## src/rtl/ebi_pkg.sv

```systemverilog
package ebi_pkg;
  localparam int EBI_RTW_W = 2;

  typedef enum logic [2:0] {
    ST_IDLE = 3'd0,
    ST_GAP  = 3'd1,
    ST_PRE  = 3'd2,
    ST_ADDR = 3'd3,
    ST_STRB = 3'd4,
    ST_POST = 3'd5
  } ebi_state_e;

  typedef struct packed {
    logic [EBI_RTW_W-1:0] rtw_idle;
    logic                 cs_ext;
    logic                 idle_b;
    logic                 idle_a;
  } ebi_cfg_t;

  localparam int EBI_CFG_W = $bits(ebi_cfg_t);
endpackage

```

## src/rtl/ebi_rst_sync.sv

```systemverilog
module ebi_rst_sync #(
  parameter int STAGES = 2
) (
  input  logic clk,
  input  logic rst_n,
  output logic rst_n_sync
);
  logic [STAGES-1:0] sync_q;
  logic [STAGES-1:0] sync_d;

  always_comb begin
    sync_d = {sync_q[STAGES-2:0], 1'b1};
  end

  always_ff @(posedge clk or negedge rst_n) begin
    if (!rst_n) sync_q <= '0;
    else        sync_q <= sync_d;
  end

  assign rst_n_sync = sync_q[STAGES-1];
endmodule

```

## src/rtl/ebi_cfg_reg.sv

```systemverilog
module ebi_cfg_reg
  import ebi_pkg::*;
(
  input  logic     clk,
  input  logic     rst_n,
  input  logic     wr_en,
  input  ebi_cfg_t wr_data,
  output ebi_cfg_t cfg
);
  ebi_cfg_t cfg_q;
  ebi_cfg_t cfg_d;

  always_comb begin
    cfg_d = cfg_q;
    if (wr_en) cfg_d = wr_data;
  end

  always_ff @(posedge clk or negedge rst_n) begin
    if (!rst_n)     cfg_q <= '1;
    else if (wr_en) cfg_q <= cfg_d;
  end

  assign cfg = cfg_q;
endmodule

```

## src/rtl/ebi_gap_calc.sv

```systemverilog
module ebi_gap_calc
  import ebi_pkg::*;
#(
  parameter int NUM_CS  = 8,
  parameter int GRP_A   = 0,
  parameter int GRP_B   = 1,
  parameter int EXT_GRP = 3,
  localparam int SP_W   = $clog2(NUM_CS)
) (
  input  logic                 hist_valid,
  input  logic [SP_W-1:0]      prev_space,
  input  logic                 prev_write,
  input  logic [SP_W-1:0]      req_space,
  input  logic                 req_write,
  input  ebi_cfg_t             cfg,
  output logic [EBI_RTW_W-1:0] gap,
  output logic                 req_ext
);
  localparam logic [SP_W-1:0] GMASK = SP_W'(NUM_CS / 2 - 1);

  logic [SP_W-1:0]      g_prev;
  logic [SP_W-1:0]      g_req;
  logic                 cont_en;
  logic [EBI_RTW_W-1:0] gap_cont;
  logic [EBI_RTW_W-1:0] gap_rtw;

  always_comb begin
    g_prev = prev_space & GMASK;
    g_req  = req_space & GMASK;
    if (g_req == SP_W'(GRP_A))      cont_en = cfg.idle_a;
    else if (g_req == SP_W'(GRP_B)) cont_en = cfg.idle_b;
    else                            cont_en = 1'b0;
    gap_cont = (hist_valid && (g_prev == g_req) && cont_en) ? EBI_RTW_W'(1) : '0;
    gap_rtw  = (hist_valid && !prev_write && req_write) ? cfg.rtw_idle : '0;
    gap      = (gap_rtw > gap_cont) ? gap_rtw : gap_cont;
    req_ext  = cfg.cs_ext && (g_req == SP_W'(EXT_GRP));
  end
endmodule

```

## src/rtl/ebi_seq.sv

```systemverilog
module ebi_seq
  import ebi_pkg::*;
#(
  parameter int NUM_CS = 8,
  localparam int SP_W  = $clog2(NUM_CS)
) (
  input  logic                 clk,
  input  logic                 rst_n,
  input  logic                 req_valid,
  input  logic [SP_W-1:0]      req_space,
  input  logic                 req_write,
  input  logic [EBI_RTW_W-1:0] gap_in,
  input  logic                 req_ext,
  output logic                 req_ready,
  output logic                 hist_valid,
  output logic [SP_W-1:0]      cur_space,
  output logic                 cur_write,
  output ebi_state_e           st,
  output logic [NUM_CS-1:0]    cs_n,
  output logic                 rd_n,
  output logic                 wr_n
);
  ebi_state_e           st_q, st_d;
  logic [EBI_RTW_W-1:0] cnt_q, cnt_d;
  logic [SP_W-1:0]      space_q, space_d;
  logic                 write_q, write_d;
  logic                 ext_q, ext_d;
  logic [NUM_CS-1:0]    cs_n_q, cs_n_d;
  logic                 rd_n_q, rd_n_d;
  logic                 wr_n_q, wr_n_d;
  logic                 last_cyc;
  logic                 ready;
  logic                 accept;
  logic                 cnt_en;
  logic                 bus_on;

  always_comb begin
    last_cyc = ((st_q == ST_STRB) && !ext_q) || (st_q == ST_POST);
    ready    = (st_q == ST_IDLE) || last_cyc;
    accept   = req_valid && ready;
    cnt_en   = accept || (st_q == ST_GAP);

    space_d = accept ? req_space : space_q;
    write_d = accept ? req_write : write_q;
    ext_d   = accept ? req_ext   : ext_q;

    st_d  = st_q;
    cnt_d = cnt_q;
    if (ready) begin
      if (accept) begin
        if (gap_in != '0) begin
          st_d  = ST_GAP;
          cnt_d = gap_in - EBI_RTW_W'(1);
        end else begin
          st_d = req_ext ? ST_PRE : ST_ADDR;
        end
      end else begin
        st_d = ST_IDLE;
      end
    end else begin
      case (st_q)
        ST_GAP: begin
          if (cnt_q == '0) st_d = ext_q ? ST_PRE : ST_ADDR;
          else             cnt_d = cnt_q - EBI_RTW_W'(1);
        end
        ST_PRE:  st_d = ST_ADDR;
        ST_ADDR: st_d = ST_STRB;
        ST_STRB: st_d = ST_POST;
        default: st_d = ST_IDLE;
      endcase
    end

    bus_on = (st_d == ST_PRE) || (st_d == ST_ADDR) ||
             (st_d == ST_STRB) || (st_d == ST_POST);
    cs_n_d = bus_on ? ~(NUM_CS'(1) << space_d) : '1;
    rd_n_d = !((st_d == ST_STRB) && !write_d);
    wr_n_d = !((st_d == ST_STRB) && write_d);
  end

  always_ff @(posedge clk or negedge rst_n) begin
    if (!rst_n) begin
      st_q   <= ST_IDLE;
      cs_n_q <= '1;
      rd_n_q <= 1'b1;
      wr_n_q <= 1'b1;
    end else begin
      st_q   <= st_d;
      cs_n_q <= cs_n_d;
      rd_n_q <= rd_n_d;
      wr_n_q <= wr_n_d;
    end
  end

  always_ff @(posedge clk or negedge rst_n) begin
    if (!rst_n) begin
      space_q <= '0;
      write_q <= 1'b0;
      ext_q   <= 1'b0;
    end else if (accept) begin
      space_q <= space_d;
      write_q <= write_d;
      ext_q   <= ext_d;
    end
  end

  always_ff @(posedge clk or negedge rst_n) begin
    if (!rst_n)      cnt_q <= '0;
    else if (cnt_en) cnt_q <= cnt_d;
  end

  assign req_ready  = ready;
  assign hist_valid = last_cyc;
  assign cur_space  = space_q;
  assign cur_write  = write_q;
  assign st         = st_q;
  assign cs_n       = cs_n_q;
  assign rd_n       = rd_n_q;
  assign wr_n       = wr_n_q;
endmodule

```

## src/rtl/ext_bus_idle_ctl.sv

```systemverilog
module ext_bus_idle_ctl
  import ebi_pkg::*;
#(
  parameter int NUM_CS  = 8,
  parameter int GRP_A   = 0,
  parameter int GRP_B   = 1,
  parameter int EXT_GRP = 3
) (
  input  logic                       clk,
  input  logic                       rst_n,
  input  logic                       req_valid,
  output logic                       req_ready,
  input  logic [$clog2(NUM_CS)-1:0]  req_space,
  input  logic                       req_write,
  input  logic                       cfg_wr_en,
  input  logic [EBI_CFG_W-1:0]       cfg_wr_data,
  output logic [EBI_CFG_W-1:0]       cfg_rd_data,
  output logic [NUM_CS-1:0]          bus_cs_n,
  output logic                       bus_rd_n,
  output logic                       bus_wr_n
);
  localparam int SP_W = $clog2(NUM_CS);

  logic                 rst_n_s;
  ebi_cfg_t             cfg;
  logic                 hist_valid;
  logic [SP_W-1:0]      cur_space;
  logic                 cur_write;
  logic [EBI_RTW_W-1:0] gap;
  logic                 req_ext;
  ebi_state_e           st_w;

  ebi_rst_sync #(.STAGES(2)) u_rst (
    .clk        (clk),
    .rst_n      (rst_n),
    .rst_n_sync (rst_n_s)
  );

  ebi_cfg_reg u_cfg (
    .clk     (clk),
    .rst_n   (rst_n_s),
    .wr_en   (cfg_wr_en),
    .wr_data (ebi_cfg_t'(cfg_wr_data)),
    .cfg     (cfg)
  );

  ebi_gap_calc #(
    .NUM_CS  (NUM_CS),
    .GRP_A   (GRP_A),
    .GRP_B   (GRP_B),
    .EXT_GRP (EXT_GRP)
  ) u_gap (
    .hist_valid (hist_valid),
    .prev_space (cur_space),
    .prev_write (cur_write),
    .req_space  (req_space),
    .req_write  (req_write),
    .cfg        (cfg),
    .gap        (gap),
    .req_ext    (req_ext)
  );

  ebi_seq #(.NUM_CS(NUM_CS)) u_seq (
    .clk        (clk),
    .rst_n      (rst_n_s),
    .req_valid  (req_valid),
    .req_space  (req_space),
    .req_write  (req_write),
    .gap_in     (gap),
    .req_ext    (req_ext),
    .req_ready  (req_ready),
    .hist_valid (hist_valid),
    .cur_space  (cur_space),
    .cur_write  (cur_write),
    .st         (st_w),
    .cs_n       (bus_cs_n),
    .rd_n       (bus_rd_n),
    .wr_n       (bus_wr_n)
  );

  assign cfg_rd_data = cfg;
endmodule

```

## config.mk

```make
export PLATFORM = sky130hd
export DESIGN_NAME = ext_bus_idle_ctl
export DESIGN_NICKNAME = d
export VERILOG_FILES = /design/src/rtl/ebi_pkg.sv /design/src/rtl/ebi_rst_sync.sv /design/src/rtl/ebi_cfg_reg.sv /design/src/rtl/ebi_gap_calc.sv /design/src/rtl/ebi_seq.sv /design/src/rtl/ext_bus_idle_ctl.sv
export SDC_FILE = /design/constraint.sdc
export NUM_CORES = 1
export LEC_CHECK = 0
export BUFFER_PORTS_ARGS = -buffer_cell sky130_fd_sc_hd__buf_4
export CAP_MARGIN = 5
export CORE_ASPECT_RATIO = 1.75
export CORE_MARGIN = 2
export CORE_UTILIZATION = 45
export DETAILED_ROUTE_END_ITERATION = 10
export PLACE_DENSITY = 0.71
export SLEW_MARGIN = 20
export SYNTH_ARGS = -nofsm -noshare
export SYNTH_HDL_FRONTEND = slang
export SYNTH_HIERARCHICAL = 1
export SYNTH_SLANG_ARGS = --single-unit
```

## constraint.sdc

```tcl
create_clock -name clk -period 1.5 [get_ports clk]
set_input_delay 0.3 -clock clk [delete_from_list [all_inputs] [get_ports clk]]
set_output_delay 0.3 -clock clk [all_outputs]
set_load 0.005 [all_outputs]
```

==> flow_metrics.env <==
export IMPL_outcome="complete, but fails checks"
export IMPL_failed_checks="setup timing"
export IMPL_r2r_setup_slack_ns=-1.17
export IMPL_yosys_area_share_simple_pct=18.7
export IMPL_drc=0
export IMPL_die_width_um=44.1
export IMPL_cap_viol_max_count=0
export IMPL_grt_setup_unrepaired="yes"
export IMPL_clk_pin_slew_ns=0.09
export IMPL_synthArstFlopShare_pct=100
export IMPL_synth_xor_area_share_pct=0.693
export IMPL_post_drt_wl_per_cell_um=16.6
export IMPL_r2r_end="u_seq/cs_n[4]"
export IMPL_leakagePower_nw=0.932
export IMPL_synthesis_nets=118
export IMPL_max_stage_delay_ns=0.40
export IMPL_antenna_found_initial=0
export IMPL_initial_core_util_pct=47.0
export IMPL_die_area_um2=3260
export IMPL_firstDrtPassIters=4
export IMPL_die_h_um=74.1
export IMPL_synth_top_family_by_area="simple AND/OR/NAND/NOR gates"
export IMPL_synth_compound_area_share_pct=9.80
export IMPL_cts_tree="yes"
export IMPL_io_buffers=28
export IMPL_min_path_type="reg -> async"
export IMPL_setup_violations=18
export IMPL_synth_mux_area_share_pct=11.6
export IMPL_grt_pass1_vias=1238
export IMPL_coreArea_um2=2690
export IMPL_ys_flop_type="dfstp_2"
export IMPL_fin_area_um2=2030
export IMPL_antenna_cells=0
export IMPL_synth_edf_count=0
export IMPL_io_pins=29
export IMPL_crit_path_end_kind="register"
export IMPL_crit_required_ns=1.69
export IMPL_ys_seq_area_share_pct=55.0
export IMPL_tightest_slew_ns=0.517
export IMPL_cp_start_kind="register"
export IMPL_synthAdderAreaFrac_pct=0.990
export IMPL_crit_top_cell="nor2_1"
export IMPL_reg2reg_depth=11
export IMPL_cts_buffers=3
export IMPL_crit_fanout=4
export IMPL_final_layout_size_suffix_gt1_share_pct=67.2
export IMPL_power_density_nw_per_um2=1860
export IMPL_fmax_mhz=375
export IMPL_via_per_inst=5.47
export IMPL_clk_latency_ns=0.26
export IMPL_post_dp_cell_area_um2=1760
export IMPL_vias=1133
export IMPL_grt_use_total_pct=22.2
export IMPL_fillers=185
export IMPL_finish_utilization_pct=75.6
export IMPL_syn_avg_cell_area_um2=12.2
export IMPL_crit_type="reg -> reg"
export IMPL_period_needed_ns=2.67
export IMPL_top_layer="met4"
export IMPL_setup_ws_ns=-1.17
export IMPL_drv_slew=0
export IMPL_wl_met2_mm=2.04
export IMPL_grt_start_max_net_pins=26
export IMPL_place_gp_congestion=0.833
export IMPL_yosysUniqueCellTypes=44
export IMPL_yosysWarnings=6
export IMPL_r2r_start="u_seq/ext_q"
export IMPL_fin_skew_ns=0.00188
export IMPL_cts_root_buf="clkbuf_8"
export IMPL_row_count=25
export IMPL_drtIter0Drc=35
export IMPL_worstPathCellList="and2b_2, nor3b_4, nand4b_1, ha_1, nor2_1, nor2_1, mux2i_2, nor2_4, a2111oi_4, o32a_1, or3_1"
export IMPL_fin_nets=195
export IMPL_cts_sinks=27
export IMPL_cts_htree_levels=1
export IMPL_syn_to_final_growth_pct=61.0
export IMPL_ant_nets=0
export IMPL_period_share_pct=178
export IMPL_ys_ff_latch=27
export IMPL_wirelength_mm=3.43
export IMPL_irDropWorstVdd_v=0.00124
export IMPL_slew_limit_headroom_pct=65.3
export IMPL_dr_wl_met3_um=90
export IMPL_crit_slowest_cell="dfrtp_1"
export IMPL_wl_met1_mm=1.23
export IMPL_synth_area_um2=1260
export IMPL_hold_viol=0
export IMPL_grt_pass1_wl_mm=5.31
export IMPL_clockBufferDepth=2
export IMPL_dpl_hpwl_mm=2.24
export IMPL_synth_cells=104
export IMPL_grt_remaining_overflow=0
export IMPL_cp_arrival_ns=2.86
cell type report:
type	instances	area, µm²	share of cell area, %
Tap cell	27	33.8	1.66
Sequential cell	27	694	34.1
Multi-Input combinational cell	69	647	31.8
Inverter	6	22.5	1.11
Timing Repair Buffer	74	592	29.1
Clock buffer	4	45.0	2.21
per-layer routing:
metal,global-route usage (%),vias up
met5,0,-
met3,2.67,8
met4,11.4,0
li1,-,529
met1,21.9,566
met2,43.1,30
critical path, delay by kind of cell, from the launching register on:
family	cells	cell delay [ns]
AO/OA/AOI/OAI	2	0.40
adder cells (fa/ha/maj)	1	0.32
flip-flops	1	0.40
multiplexers	1	0.17
AND/OR/NAND/NOR	7	1.29
cells in the final DEF, fill, tap and decap left out, types with 2 or more instances in the layout:
cell type / n
a21oi_1: 2
a22o_1: 2
and3_1: 2
buf_4: 64
buf_6: 9
clkbuf_8: 3
dfrtp_1: 12
dfstp_2: 15
inv_1: 3
inv_2: 3
mux2_2: 8
mux2i_4: 2
nand3_1: 4
nor2_1: 5
nor3_1: 2
nor3b_1: 2
or3_1: 4
or3_4: 2
report_power, final:
| group | leakage (nW) | switching [mW] | internal (mW) |
|---|---|---|---|
| clock | 0.0228 | 0.212 | 0.190 |
| sequential | 0.304 | 0.128 | 1.05 |
| combinational | 0.605 | 0.971 | 1.24 |
sequential cells by signal, summed over array words and instances, names as in the netlist:
signal	count
u_seq/wr_n	1
u_seq/rd_n	1
u_seq/cs_n	8
u_rst/sync_q	2
u_seq/cur_space	3
u_seq/st	3
u_cfg/cfg	5
u_seq/cnt_q	2
u_seq/cur_write	1
u_seq/ext_q	1
worst max-delay path by stage:
stage,start,end,slack [ns],cells after the start
2_1_floorplan,u_seq/st[0],u_seq/cs_n[4],-1.09,11
3_3_place_gp,u_seq/ext_q,u_seq/cs_n[6],-1.03,11
3_5_place_dp,u_seq/ext_q,u_seq/cs_n[2],-1.17,11
4_1_cts,u_seq/ext_q,u_seq/cs_n[2],-1.12,11
5_1_grt,u_seq/ext_q,u_seq/cnt_q[0],-1.30,12
6_report,u_seq/ext_q,u_seq/cs_n[4],-1.17,11
kinds of logic after synthesis:
logic type / after synthesis
AND/OR/NAND/NOR: 38
flip-flops: 27
AO/OA/AOI/OAI: 16
multiplexers: 12
buffers and inverters: 8
adder cells (fa/ha/maj): 1
other: 1
XOR/XNOR: 1
cell usage after synthesis (2+ instances only):
master    count  area, µm²
a22o_1        2       17.5
and3_1        2       12.5
nand3_1       5       25.0
inv_1         6       22.5
or3_1         5       31.3
mux2_2        8       90.1
nor2b_1       2       12.5
mux2i_1       2       20.0
dfstp_2      15        394
nor3b_1       3       22.5
nand2b_1      2       12.5
nor3_1        2       10.0
dfrtp_1      12        300
o32ai_1       2       17.5
nor2_1        6       22.5
a21oi_1       2       10.0
what timing repair did:
item,4_1_cts,5_1_grt
setup buffers,12,4
pin swaps,6,11
setup endpoints to repair,18,18
resized for setup,19,4
endpoints found under the hold margin,2,0
hold buffers,1,0
through the flow:
step | instances | hold slack, ns | total power, mW | TNS, ns | setup WS (ns)
global placement | 189 | 0.0813 | 2.90 | -12.57 | -1.03
floorplan | 104 | 0.00441 | 2.09 | -11.75 | -1.09
CTS | 205 | 0.245 | 3.70 | -14.28 | -1.12
finish | 207 | 0.233 | 3.79 | -14.79 | -1.17
detailed placement | 189 | 0.0826 | 2.95 | -14.18 | -1.17
global route | 207 | 0.257 | 3.99 | -16.72 | -1.30
Note: power is estimated with default switching activity, not from simulation.
